File: src/rtl/sbe_pkg.sv
// Package: shared constants and the per-transaction event record for the
// secondary-bus error handler. Assumes a five-bit status vector.
package sbe_pkg;
    localparam int STAT_W   = 5;
    localparam int IDX_MDE  = 0;   // master data error
    localparam int IDX_CORR = 1;   // ECC corrected
    localparam int IDX_UNC  = 2;   // detected uncorrectable
    localparam int IDX_ADDR = 3;   // address/attribute phase error
    localparam int IDX_LOG  = 4;   // ECC log holds a capture

    localparam logic [1:0] KIND_NPW   = 2'd0;
    localparam logic [1:0] KIND_IRD   = 2'd1;
    localparam logic [1:0] KIND_SPLIT = 2'd2;
    localparam logic [1:0] KIND_IN    = 2'd3;

    typedef struct packed {
        logic corr;      // correctable error, corrected
        logic uncorr;    // uncorrectable error
        logic addr_err;  // uncorrectable in address/attribute phase
        logic mde;       // master data error condition
        logic resp_err;  // tag upstream completion
        logic log_ev;    // ECC-mode error to be logged
    } err_event_t;
endpackage

File: src/rtl/sbe_classify.sv
// Module: sbe_classify
// Purely combinational. Turns one cycle of qualified transaction inputs into
// an event record. Assumes the inputs are meaningful only while valid is high.
module sbe_classify
    import sbe_pkg::*;
(
    input  logic       valid,
    input  logic [1:0] kind,
    input  logic       ecc_mode,
    input  logic       detect,
    input  logic       multi,
    input  logic       addr_phase,
    input  logic       ext_perr,
    input  logic       uncorr_en,
    input  logic       perr_en,
    input  logic       up_dis,
    input  logic       no_sbc,
    output err_event_t ev
);
    logic seen;
    logic fixable;
    logic npw_perr;

    // Decide correctability and build the event record.
    always_comb begin
        seen     = valid & detect;
        fixable  = ecc_mode & ~multi & ~no_sbc;
        npw_perr = valid & ext_perr & (kind == KIND_NPW);
        ev.corr     = seen & fixable;
        ev.uncorr   = seen & ~fixable;
        ev.addr_err = seen & ~fixable & addr_phase;
        ev.mde      = npw_perr & uncorr_en;
        ev.resp_err = npw_perr & perr_en & ~up_dis;
        ev.log_ev   = seen & ecc_mode;
    end
endmodule

File: src/rtl/sbe_status.sv
// Module: sbe_status
// Sticky status bits with write-1-to-clear, the first-error capture for
// ECC mode, and the one-cycle action pulses. A set beats a clear in the same
// cycle. Assumes the event record comes from sbe_classify.
module sbe_status
    import sbe_pkg::*;
#(
    parameter int ADDR_W = 16,
    parameter int ATTR_W = 8
) (
    input  logic              clk,
    input  logic              rst_n,
    input  err_event_t        ev,
    input  logic [ADDR_W-1:0] addr,
    input  logic [ATTR_W-1:0] attr,
    input  logic              multi,
    input  logic              addr_phase,
    input  logic              clr_log,
    input  logic              clr_we,
    input  logic [STAT_W-1:0] clr_mask,
    output logic [STAT_W-1:0] stat,
    output logic [ADDR_W-1:0] cap_addr,
    output logic [ATTR_W-1:0] cap_attr,
    output logic              cap_multi,
    output logic              cap_addr_phase,
    output logic              corr_pulse,
    output logic              drop_abort,
    output logic              resp_err
);
    logic [STAT_W-1:0] set_vec;
    logic [STAT_W-1:0] auto_clr;
    logic [STAT_W-1:0] stat_q;
    logic              take_capture;

    // Map events onto status bits; only the address flag self-clears.
    always_comb begin
        set_vec           = '0;
        set_vec[IDX_MDE]  = ev.mde;
        set_vec[IDX_CORR] = ev.corr;
        set_vec[IDX_UNC]  = ev.uncorr;
        set_vec[IDX_ADDR] = ev.addr_err;
        set_vec[IDX_LOG]  = ev.log_ev;
        auto_clr           = '0;
        auto_clr[IDX_ADDR] = clr_log;
        take_capture = ev.log_ev &
                       (~stat_q[IDX_LOG] | (clr_we & clr_mask[IDX_LOG]));
    end

    for (genvar i = 0; i < STAT_W; i++) begin : g_bit
        // One sticky bit: set wins, then auto clear, then software clear.
        always_ff @(posedge clk) begin
            if (!rst_n)
                stat_q[i] <= 1'b0;
            else if (set_vec[i])
                stat_q[i] <= 1'b1;
            else if (auto_clr[i])
                stat_q[i] <= 1'b0;
            else if (clr_we && clr_mask[i])
                stat_q[i] <= 1'b0;
        end
    end

    // Capture the first ECC-mode error until the log bit is cleared.
    always_ff @(posedge clk) begin
        if (!rst_n) begin
            cap_addr       <= '0;
            cap_attr       <= '0;
            cap_multi      <= 1'b0;
            cap_addr_phase <= 1'b0;
        end else if (take_capture) begin
            cap_addr       <= addr;
            cap_attr       <= attr;
            cap_multi      <= multi;
            cap_addr_phase <= addr_phase;
        end
    end

    // Register the one-cycle action pulses.
    always_ff @(posedge clk) begin
        if (!rst_n) begin
            corr_pulse <= 1'b0;
            drop_abort <= 1'b0;
            resp_err   <= 1'b0;
        end else begin
            corr_pulse <= ev.corr;
            drop_abort <= ev.addr_err;
            resp_err   <= ev.resp_err;
        end
    end

    assign stat = stat_q;

    // a correction pulse always comes with the corrected status bit.
    assert_corr_flag_R4: assert property (@(posedge clk) disable iff (!rst_n)
        corr_pulse |-> stat_q[IDX_CORR]);

    // a drop/abort pulse always comes with the address error flag.
    assert_drop_flag_R7: assert property (@(posedge clk) disable iff (!rst_n)
        drop_abort |-> stat_q[IDX_ADDR]);

    // a transaction is never both corrected and dropped.
    assert_corr_drop_excl_R4: assert property (@(posedge clk) disable iff (!rst_n)
        !(corr_pulse && drop_abort));

    // in clear-log mode the flag lasts one cycle unless set again.
    assert_clrlog_pulse_R8: assert property (@(posedge clk) disable iff (!rst_n)
        (clr_log && stat_q[IDX_ADDR]) |=> (!stat_q[IDX_ADDR] || drop_abort));

    // the capture holds while the log bit stays set and is not cleared.
    assert_capture_hold_R6: assert property (@(posedge clk) disable iff (!rst_n)
        (stat_q[IDX_LOG] && !(clr_we && clr_mask[IDX_LOG]))
            |=> ($stable(cap_addr) && $stable(cap_attr)));
endmodule

File: src/rtl/sbe_route.sv
// Module: sbe_route
// Combinational routing of the latched address/attribute error to the flood
// and interrupt outputs. Assumes addr_flag is already registered.
module sbe_route (
    input  logic addr_flag,
    input  logic uncorr_en,
    input  logic flood_dis,
    input  logic fatal_en,
    input  logic nonfatal_en,
    output logic flood,
    output logic irq_fatal,
    output logic irq_nonfatal
);
    logic armed;

    // Gate the flag with the response enable, then per route.
    always_comb begin
        armed        = addr_flag & uncorr_en;
        flood        = armed & ~flood_dis;
        irq_fatal    = armed & fatal_en;
        irq_nonfatal = armed & nonfatal_en;
    end
endmodule

File: src/rtl/sbe_err_handler.sv
// Module: sbe_err_handler (top)
// Secondary-bus parity/ECC error handler: classifies each qualified
// transaction, keeps sticky status and capture, emits action pulses and
// routes address/attribute errors. All results are registered one edge after
// the sampling edge; routing follows the registered flag combinationally.
module sbe_err_handler
    import sbe_pkg::*;
#(
    parameter int ADDR_W = 16,
    parameter int ATTR_W = 8
) (
    input  logic              clk,
    input  logic              rst_n,
    input  logic              txn_valid,
    input  logic [1:0]        txn_kind,
    input  logic              bus_ecc_mode,
    input  logic              err_detect,
    input  logic              err_multi,
    input  logic              err_addr_phase,
    input  logic              ext_perr,
    input  logic [ADDR_W-1:0] txn_addr,
    input  logic [ATTR_W-1:0] txn_attr,
    input  logic              cfg_uncorr_resp_en,
    input  logic              cfg_perr_resp_en,
    input  logic              cfg_up_err_dis,
    input  logic              cfg_no_sbc,
    input  logic              cfg_clr_log,
    input  logic              cfg_flood_dis,
    input  logic              cfg_fatal_en,
    input  logic              cfg_nonfatal_en,
    input  logic              clr_we,
    input  logic [4:0]        clr_mask,
    output logic [4:0]        stat,
    output logic [ADDR_W-1:0] cap_addr,
    output logic [ATTR_W-1:0] cap_attr,
    output logic              cap_multi,
    output logic              cap_addr_phase,
    output logic              corr_pulse,
    output logic              drop_abort,
    output logic              resp_err,
    output logic              flood,
    output logic              irq_fatal,
    output logic              irq_nonfatal
);
    err_event_t ev;

    sbe_classify u_classify (
        .valid      (txn_valid),
        .kind       (txn_kind),
        .ecc_mode   (bus_ecc_mode),
        .detect     (err_detect),
        .multi      (err_multi),
        .addr_phase (err_addr_phase),
        .ext_perr   (ext_perr),
        .uncorr_en  (cfg_uncorr_resp_en),
        .perr_en    (cfg_perr_resp_en),
        .up_dis     (cfg_up_err_dis),
        .no_sbc     (cfg_no_sbc),
        .ev         (ev)
    );

    sbe_status #(.ADDR_W(ADDR_W), .ATTR_W(ATTR_W)) u_status (
        .clk            (clk),
        .rst_n          (rst_n),
        .ev             (ev),
        .addr           (txn_addr),
        .attr           (txn_attr),
        .multi          (err_multi),
        .addr_phase     (err_addr_phase),
        .clr_log        (cfg_clr_log),
        .clr_we         (clr_we),
        .clr_mask       (clr_mask),
        .stat           (stat),
        .cap_addr       (cap_addr),
        .cap_attr       (cap_attr),
        .cap_multi      (cap_multi),
        .cap_addr_phase (cap_addr_phase),
        .corr_pulse     (corr_pulse),
        .drop_abort     (drop_abort),
        .resp_err       (resp_err)
    );

    sbe_route u_route (
        .addr_flag    (stat[IDX_ADDR]),
        .uncorr_en    (cfg_uncorr_resp_en),
        .flood_dis    (cfg_flood_dis),
        .fatal_en     (cfg_fatal_en),
        .nonfatal_en  (cfg_nonfatal_en),
        .flood        (flood),
        .irq_fatal    (irq_fatal),
        .irq_nonfatal (irq_nonfatal)
    );

    // no routed output without the latched address/attribute flag.
    assert_route_needs_flag_R9: assert property (@(posedge clk) disable iff (!rst_n)
        (flood || irq_fatal || irq_nonfatal) |-> stat[IDX_ADDR]);
endmodule

File: config.mk
export PLATFORM = sky130hd
export DESIGN_NAME = sbe_err_handler
export DESIGN_NICKNAME = d
export VERILOG_FILES = /design/src/rtl/sbe_pkg.sv /design/src/rtl/sbe_classify.sv /design/src/rtl/sbe_status.sv /design/src/rtl/sbe_route.sv /design/src/rtl/sbe_err_handler.sv
export SDC_FILE = /design/constraint.sdc
export NUM_CORES = 1
export LEC_CHECK = 0
export ABC_AREA = 1
export CAP_MARGIN = 20
export CORE_UTILIZATION = 58
export DETAILED_ROUTE_END_ITERATION = 8
export DONT_BUFFER_PORTS = 1
export PLACE_DENSITY = 0.81
export SYNTH_ARGS = -nofsm -noshare
export SYNTH_HDL_FRONTEND = slang
export SYNTH_SLANG_ARGS = --single-unit
File: constraint.sdc
create_clock -name clk -period 2.7 [get_ports clk]
set_clock_uncertainty 0.1 [all_clocks]
set_input_delay 0.135 -clock clk [delete_from_list [all_inputs] [get_ports clk]]
set_output_delay 0.135 -clock clk [all_outputs]
set_load 0.05 [all_outputs]
==> results.cfg, run 1 <==
[place]
placedCellCount = 242
place.gp.congestion = 0.7237
hpwl_um = 1907
port_buffers = 0

[setup_path]
critical_path_class = in -> reg
critical_path.max_fanout = 31
setup.worst_path.end_class = register
crit-reg2reg-launch = u_status.stat[4]
cp.arrival_ns = 2.59
setup.worst_path.start_class = input port
timing.rr.end = u_status.cap_addr[2]
rr_worst_depth = 5
worst-r2r-setup-slack_ns = 0.48
worst_ep_required_time_ns = 2.87

[timing]
hold_violations = 0
post_route_worst_hold_slack_ns = 0.1377
max_slew.worst_pin.slew_ns = 1.112
clock.fmax_ghz = 0.4141
rsz0062_at_grt = no
finalMaxSlewViolations = 0
report.final.setup_viol = 0
tns_ns = 0
final.period_utilization_pct = 89.45
slew-limit-headroom_pct = 25.63
final.min_clock_period_ns = 2.415

[detailed_routing]
first_pass_iters = 6
drt_first_iter_violations = 25
detail_route.vias_per_cell = 5.161
route.detailed.wl_per_inst_um = 13.24
postRouteWirelength_um = 3867
drcViolationCount = 0
antenna_violation_net_count_after_detailed_routing = 0
count_of_vias_placed_by_the_detailed_router = 1507

[logic_synthesis]
yosysTopAreaCell = dfxtp_1
ys_types = 15
synth_seq_area_share_pct = 44.19
area_share_of_the_largest_cell_type_after_synthesis_pct = 44.19
yosys_warnings = 0
syn_nets = 269
synthesis.area_um2 = 1540
syn_inst = 221
ys_ff_latch = 34
synthesis.area_per_instance_um2 = 6.969
synth_area_leaders = dfxtp_1 (44%), nand2_1 (9.7%), a21oi_1 (9.4%)

[clock_network]
numClockSinks = 34
clock_tree_from_tritoncts = done
post_cts_resize_count = 0
clk_pin_slew_ns = 0.09
worstSkewPairLatency_ns = 0.32
postCtsSetupRepairBufs = 0
cts_hold_buffers = 44
clock_path_buffers = 2
cts_made_buffers = 5
cts_htree_levels = 2
clock_tree.root_cell = clkbuf_4

[power]
power.share.sequential_pct = 60.0
switching_portion_of_total_power_pct = 31.17
vdd_ir_drop_max_mv = 0.4604
power_frac_clock_pct = 26.2
total_power_mw = 1.037
total_switching_power_mw = 0.3231
cellPowerDensity_nw_per_um2 = 520.0
cell_internal_pwr_mw = 0.7134
power_leakage_nw = 0.9377
combinationalPowerShare_pct = 13.8

[floorplan]
chipHeight_um = 53.53
floorplan.die_area_um2 = 2865
core_area_um2 = 2500
dieWidth_um = 53.53
num_io_pins = 85
num_rows = 18
initial_standard_cell_utilization_of_the_core_pct = 61.61

[min_path]
worst_hold_path.endpoint = u_status.cap_addr[15]
worst_hold_path.num_cells = 4
class_of_the_tightest_hold_or_removal_check = in -> reg
holdCritStartpoint = err_detect

[global_routing]
number_of_global_route_vias_before_repair = 1287
grt_overflow_total = 0
gr-usage-all-layers_pct = 27.85
grt_pass1_wl_um = 5561
globalRoute.busiestLayer = met2
global_route.usage.met1_pct = 28.05
grt_util_met3_pct = 8.192
grt_max_degree = 54
antenna_found_initial = 0
use_met2_pct = 51.67

[job]
maxCapViolCount = 0

[layout]
nNetsFinal = 311
area.growth.synth_to_final_pct = 29.41
antenna_cells = 0
final-instance-count-excl-fill = 292
final_layout_size_suffix_gt1_share_pct = 5.725

[status]
run_status = finished clean
-- cell usage in the layout (no fill, tap or decap), drive strengths merged --
cell         count
dlygate4sd3     44
nand2           43
nor2            36
inv             34
dfxtp           34
a21oi           29
nand3           28
clkbuf           6
buf              5
o21ai            2
nand4            1
-- kinds of logic (layout without fill, tap and decap cells) --
family	count (synthesis)	after routing	synth area share, %
flip-flops	34	34	44.19
AND/OR/NAND/NOR	108	108	30.06
AO/OA/AOI/OAI	31	31	10.07
buffers and inverters	48	89	15.68
-- routing by layer --
metal	part of all wire [%]	up-vias	wire [um]
li1	-	762	-
met1	38	662	1465
met2	53	72	2064
met3	6.4	11	248
met4	2.3	0	89
met5	0	-	0
-- power by group through the flow --
stage / clock network (mW) / logic (mW) / registers [mW]
2_1_floorplan: 0 / 0.0882 / 0.627
3_3_place_gp: 0 / 0.0819 / 0.633
3_5_place_dp: 0 / 0.0838 / 0.633
4_1_cts: 0.277 / 0.138 / 0.622
5_1_grt: 0.296 / 0.160 / 0.625
6_report: 0.272 / 0.143 / 0.622
-- how the worst max path moves through the flow --
stage	start	endpoint	slack (ns)	cells past startpoint
2_1_floorplan	u_status.stat[4]	u_status.cap_addr[10]	1.33	4
3_3_place_gp	u_status.stat[4]	u_status.cap_addr[5]	1.10	3
3_5_place_dp	u_status.stat[4]	u_status.cap_addr[6]	1.06	3
4_1_cts	rst_n	u_status.resp_err	0.42	6
5_1_grt	rst_n	u_status.resp_err	0.16	6
6_report	rst_n	u_status.resp_err	0.28	6
-- synth_stat cells --
library cell,instances
nand2_1,40
nor2_1,35
dfxtp_1,34
inv_1,34
a21oi_1,29
nand3_1,28
buf_4,6
buf_6,5
buf_1,2
nand2_2,2
o21ai_0,2
buf_2,1
nand2_4,1
nand4_1,1
nor2_4,1
-- through the flow --
stage               utilization [%]  worst slack [ns]  cell area (um^2)
floorplan                         -             1.332              1540
global placement              60.06             1.095              1501
detailed placement            60.06             1.059              1501
CTS                           79.73            0.4191              1993
global route                  79.73            0.1612              1993
finish                        79.73            0.2850              1993
-- flip-flops by register name, indices dropped and copies added, names as in the netlist --
register	flops
u_status.corr_pulse	1
u_status.drop_abort	1
u_status.cap_attr	8
u_status.stat	5
u_status.cap_addr_phase	1
u_status.cap_addr	16
u_status.cap_multi	1
u_status.resp_err	1
-- worst max-delay path, cell delays in order --
cell and delay [ns]:
dlygate4sd3_1 1.27, inv_1 0.25, nor2_1 0.20, nand2_1 0.08
dlygate4sd3_1 0.56, nor2_1 0.08
-- layout make-up --
class                      instances  area [um^2]
sequential                        34        680.7
multi-input combinational        139        618.1
fill                             173        506.7
timing repair buffer              49        478.0
inverter                          34        127.6
clock buffer                       6        51.30
tap                               30        37.54
(Power assumes the default switching activity.)
==> run 2: changes to the inputs <==
Settings changed: CELL_PAD_IN_SITES_DETAIL_PLACEMENT set to 2, CELL_PAD_IN_SITES_GLOBAL_PLACEMENT set to 2, CORE_UTILIZATION 58 to 33, PLACE_DENSITY 0.81 to 0.89.
==> run 2 against run 1 <==
Core utilization fell by 35 points. Power rose by 11%. Critical endpoint is now u_status.cap_addr[11]. Fmax rose by 9.2%. Register-to-register slack barely moved. Setup slack improved by 0.20 ns. Wire length rose by 28%. Largest power group unchanged. First-iteration DRC count fell by 36%.
==> results.cfg, run 2 (synthesis gave the netlist of run 1 again) <==
[clock_network]
cts_htree_levels = 2
clock_path_buffers = 2
clk_pin_slew_ns = 0.07
worstSkewPairLatency_ns = 0.28
numClockSinks = 34
clock_tree_from_tritoncts = done
cts_made_buffers = 5
clock_tree.root_cell = clkbuf_8

[global_routing]
grt_overflow_total = 0
grt_pass1_wl_um = 7900
grt_max_degree = 54
antenna_found_initial = 0
number_of_global_route_vias_before_repair = 1622
gr-usage-all-layers_pct = 20.87

[layout]
nNetsFinal = 302
antenna_cells = 0
largest_register = u_status.cap_addr
final-instance-count-excl-fill = 307
largest_reg_flops = 16
final_layout_size_suffix_gt1_share_pct = 6.275
area.growth.synth_to_final_pct = 28.76
final_cell_mix = nand2_1 (40), nor2_1 (35), dlygate4sd3_1 (35), inv_1 (34), dfxtp_1 (34)
final_common_cell = nand2_1

[setup_path]
setup.worst_path.end_class = register
cp.arrival_ns = 2.34
worst_ep_required_time_ns = 2.83
critical_path.max_fanout = 53
critical_path_class = reg -> reg
setup.worst_path.start_class = register

[detailed_routing]
drcViolationCount = 0
count_of_vias_placed_by_the_detailed_router = 1507
drt_first_iter_violations = 16
detail_route.vias_per_cell = 4.909
antenna_violation_net_count_after_detailed_routing = 0
first_pass_iters = 4
route.detailed.wl_per_inst_um = 16.18
postRouteWirelength_um = 4966

[timing]
hold_violations = 0
max_slew.worst_pin.slew_ns = 0.5611
final.period_utilization_pct = 81.89
final.min_clock_period_ns = 2.211
slew-limit-headroom_pct = 62.55
clock.fmax_ghz = 0.4523
rsz0062_at_grt = no
report.final.setup_viol = 0
tns_ns = 0
finalMaxSlewViolations = 0

[place]
port_buffers = 0
place.gp.congestion = 0.6259
hpwl_um = 2753
placedCellCount = 263

[floorplan]
dieWidth_um = 70.32
floorplan.die_area_um2 = 4945
chipHeight_um = 70.32
num_io_pins = 85
initial_standard_cell_utilization_of_the_core_pct = 34.89
num_rows = 24
core_area_um2 = 4414

[job]
maxCapViolCount = 0

[power]
cellPowerDensity_nw_per_um2 = 579.6
vdd_ir_drop_max_mv = 0.2862
power_leakage_nw = 0.9261

[min_path]
class_of_the_tightest_hold_or_removal_check = in -> reg

[status]
run_status = finished clean
[run 2: cell types whose count changed in the layout (fill, tap and decap cells not counted), sizes merged]
cell	previous run	this run
clkinv	0	1
dlygate4sd3	44	35
clkbuf	6	7
[run 2: path summary, 6_finish.rpt]
path,from,cells after the start,to,slack [ns]
max,u_status.stat[4],5,u_status.cap_addr[11],0.49
min,err_multi,4,u_status.cap_multi,0.005
max reg2reg,u_status.stat[4],5,u_status.cap_addr[11],0.49
min reg2reg,u_status.stat[1],2,u_status.stat[1],0.65
[run 2: stage by stage]
| stage | hold slack, ns | util, % | power [mW] | area, um^2 | worst slack (ns) |
|---|---|---|---|---|---|
| after global routing | 0.02542 | 44.93 | 1.201 | 1983 | 0.3724 |
| after floorplan | 0.1553 | - | 0.7154 | 1540 | 1.332 |
| after global placement | 0.1620 | 34.47 | 0.7173 | 1521 | 1.054 |
| after detailed placement | 0.1670 | 34.47 | 0.7230 | 1521 | 1.008 |
| final | 0.004906 | 44.93 | 1.149 | 1983 | 0.4891 |
| after CTS | 0.004619 | 44.93 | 1.159 | 1983 | 0.5179 |
[run 2: routing by layer]
| metal | vias up | part of all wire, % | global-route usage, % |
|---|---|---|---|
| met5 | - | 0 | 0 |
| met4 | 0 | 1.1 | 6.667 |
| met3 | 5 | 5.5 | 5.339 |
| met2 | 45 | 54 | 39.47 |
| met1 | 715 | 39 | 22.15 |
| li1 | 742 | - | - |
[run 2: report_power, final]
part	switching [mW]	internal (mW)
logic	0.0743	0.0646
registers	0.0978	0.525
clock network	0.182	0.206
total	0.354	0.795
[run 2: repair_timing]
| item | CTS | global route |
|---|---|---|
| hold buffers | 36 | 0 |
| endpoints found under the setup margin | 0 | 0 |
| buffers inserted | 0 | 0 |
| hold endpoints to repair | 34 | 0 |
| gates resized for setup | 0 | 0 |
[run 2: cell type report]
| type | count | area, um^2 |
|---|---|---|
| clock inverters | 1 | 5.005 |
| inverters | 34 | 127.6 |
| fillers | 526 | 2431 |
| clock buffers | 7 | 86.33 |
| flip-flops and latches | 34 | 680.7 |
| repair buffers | 40 | 400.4 |
| multi-input cells | 139 | 618.1 |
| well taps | 52 | 65.06 |
[run 2: critical path, stage by stage (launching register included)]
cell	delay, ns
dfxtp_1	0.68
nand2_4	0.43
nand3_1	0.22
nand2_1	0.07
dlygate4sd3_1	0.55
nor2_1	0.08
==> run 3: changes to the inputs <==
Settings changed: ABC_AREA 1 to 0, PLACE_DENSITY 0.89 to 0.83.
Clock period 2.7 ns to 2.3 ns, I/O delays scaled along.
==> run 3 against run 2 <==
Register-to-register slack improved by 0.13 ns. Cell area fell by 4.9%. Global-route usage fell by 2.1 points. Via count fell by 20%. Synthesized cell count fell by 31%.
==> results.cfg, run 3 <==
[status]
run_status = finished clean

[clock_network]
clk_pin_slew_ns = 0.07
cts_htree_levels = 2
numClockSinks = 34
cts_hold_buffers = 36
postCtsSetupRepairBufs = 0
clock_path_buffers = 2
worstSkewPairLatency_ns = 0.28
clock_tree.root_cell = clkbuf_8
post_cts_resize_count = 0
clock_tree_from_tritoncts = done
cts_made_buffers = 5

[layout]
nNetsFinal = 236
final_core_util_pct = 46.47
final_common_cell = nand2_1
final_layout_size_suffix_gt1_share_pct = 6.878
area.growth.synth_to_final_pct = 32.78
final_cell_mix = nand2_1 (58), dlygate4sd3_1 (35), dfxtp_1 (34), mux2i_1 (26), clkbuf_8 (6)
antenna_cells = 0
largest_register = u_status.cap_addr
largest_reg_flops = 16

[timing]
slew-limit-headroom_pct = 61.78
clock.fmax_ghz = 0.5219
rsz0062_at_grt = no
report.final.setup_viol = 0
tns_ns = 0
final.period_utilization_pct = 83.30
hold_violations = 0
final.min_clock_period_ns = 1.916
max_slew.worst_pin.slew_ns = 0.5733
finalMaxSlewViolations = 0

[detailed_routing]
first_pass_iters = 2
drt_first_iter_violations = 35
postRouteWirelength_um = 4199
drcViolationCount = 0
count_of_vias_placed_by_the_detailed_router = 1201
route.detailed.wl_per_inst_um = 17.57
antenna_violation_net_count_after_detailed_routing = 0
detail_route.vias_per_cell = 5.025

[power]
cellPowerDensity_nw_per_um2 = 671.7
power_leakage_nw = 0.7153
vdd_ir_drop_max_mv = 0.3689

[setup_path]
worst_ep_required_time_ns = 2.43
critical_path.max_fanout = 5
crit-reg2reg-launch = u_status.stat[4]
worst-r2r-setup-slack_ns = 0.62
worst_path_dominant_cell_family = buffers and inverters
critPathBufInv = 3
rr_worst_depth = 3
timing.rr.end = u_status.cap_addr[4]
cp.arrival_ns = 2.04
slowest_delay_ns = 0.57
setup.worst_path.end_class = register
standard_cell_with_the_maximum_stage_delay_on_the_critical_path = dlygate4sd3_1
worstPathCellList = dlygate4sd3_1 -> nand4_1 -> dlygate4sd3_1 -> a21boi_0 -> dlygate4sd3_1
critical_path.most_common_cell = dlygate4sd3_1
setup.worst_path.start_class = input port
critical_path_class = in -> reg

[logic_synthesis]
ys_types = 23
syn_inst = 153
synth_seq_area_share_pct = 47.93
synth.cells.most_frequent = nand2_1 (58), dfxtp_1 (34), mux2i_1 (26), clkbuf_1 (7)
post_synth_edffs = 0
syn_nets = 201
ys_dominant_reg_cell = dfxtp_1
synthMostInstantiatedCell = nand2_1
async_flop_share_pct = 0
yosys_warnings = 0
synthesis.area_per_instance_um2 = 9.282
yosysTopAreaCell = dfxtp_1
ys_ff_latch = 34
synthesis.area_um2 = 1420
area_share_of_the_largest_cell_type_after_synthesis_pct = 47.93
synth_area_leaders = dfxtp_1 (48%), mux2i_1 (18%), nand2_1 (15%)

[global_routing]
antenna_found_initial = 0
globalRoute.busiestLayer = met2
global_route.usage.met1_pct = 14.74
grt_util_met3_pct = 6.926
use_met2_pct = 38.24
grt_max_degree = 60
gr-usage-all-layers_pct = 18.73
grt_overflow_total = 0
number_of_global_route_vias_before_repair = 1355
grt_pass1_wl_um = 6085

[place]
port_buffers = 0
hpwl_um = 2666
place.gp.congestion = 0.6992

[floorplan]
num_io_pins = 85
chipHeight_um = 67.60
dieWidth_um = 67.60
core_area_um2 = 4058
initial_standard_cell_utilization_of_the_core_pct = 35.00
floorplan.die_area_um2 = 4570
num_rows = 23

[min_path]
worst_hold_path.num_cells = 2
holdCritStartpoint = clr_we
worst_hold_path.endpoint = u_status.stat[3]
class_of_the_tightest_hold_or_removal_check = in -> reg

[job]
maxCapViolCount = 0
==> run 3: worst max path at each step <==
stage,start,to,slack [ns],cells past startpoint
5_1_grt,txn_valid,u_status.stat[0],0.32,5
3_3_place_gp,u_status.stat[4],u_status.cap_addr[15],0.72,3
4_1_cts,txn_valid,u_status.stat[0],0.39,5
3_5_place_dp,u_status.stat[4],u_status.cap_attr[4],0.61,3
6_report,txn_valid,u_status.stat[0],0.38,5
2_1_floorplan,u_status.stat[4],u_status.cap_addr[0],0.80,4
==> run 3: logic make-up (layout without fill, tap and decap cells) <==
| logic type | Yosys count | count (layout) | share of synthesized area, % |
|---|---|---|---|
| and+or+nand+nor | 75 | 75 | 23.70 |
| DFF | 34 | 34 | 47.93 |
| muxes | 26 | 26 | 18.33 |
| buffers and inverters | 11 | 47 | 5.463 |
| AOI/OAI and AO/OA | 7 | 7 | 4.581 |
==> run 3: through the flow <==
stage	hold slack (ns)	setup WS [ns]	instances	instance area, um^2	power [mW]
6_report	0.006778	0.3840	239	1886	1.267
5_1_grt	0.007589	0.3185	239	1886	1.318
4_1_cts	0.005009	0.3868	239	1886	1.284
3_5_place_dp	0.1056	0.6090	195	1424	0.7678
3_3_place_gp	0.09477	0.7188	195	1424	0.7605
2_1_floorplan	0.09158	0.7996	153	1420	0.7703
==> run 3: area by class of cell <==
| type | instances | area, um^2 |
|---|---|---|
| Fill cell | 410 | 2172 |
| Sequential cell | 34 | 680.7 |
| Tap cell | 50 | 62.56 |
| Inverter | 1 | 3.754 |
| Clock buffer | 7 | 86.33 |
| Timing Repair Buffer | 38 | 385.4 |
| Multi-Input combinational cell | 108 | 661.9 |
| Clock inverter | 1 | 5.005 |
==> run 3: metal layers <==
layer  part of all wire (%)  vias to the layer above
li1                       -                      568
met4                    2.8                        0
met1                     33                      557
met5                      0                        -
met3                    7.7                       12
met2                     56                       64
==> run 3: power breakdown <==
part	switching (mW)	internal [mW]	leakage [nW]	total, mW
Clock	0.206	0.241	0.0482	0.448
Sequential	0.0805	0.609	0.276	0.689
Combinational	0.0598	0.0700	0.391	0.130
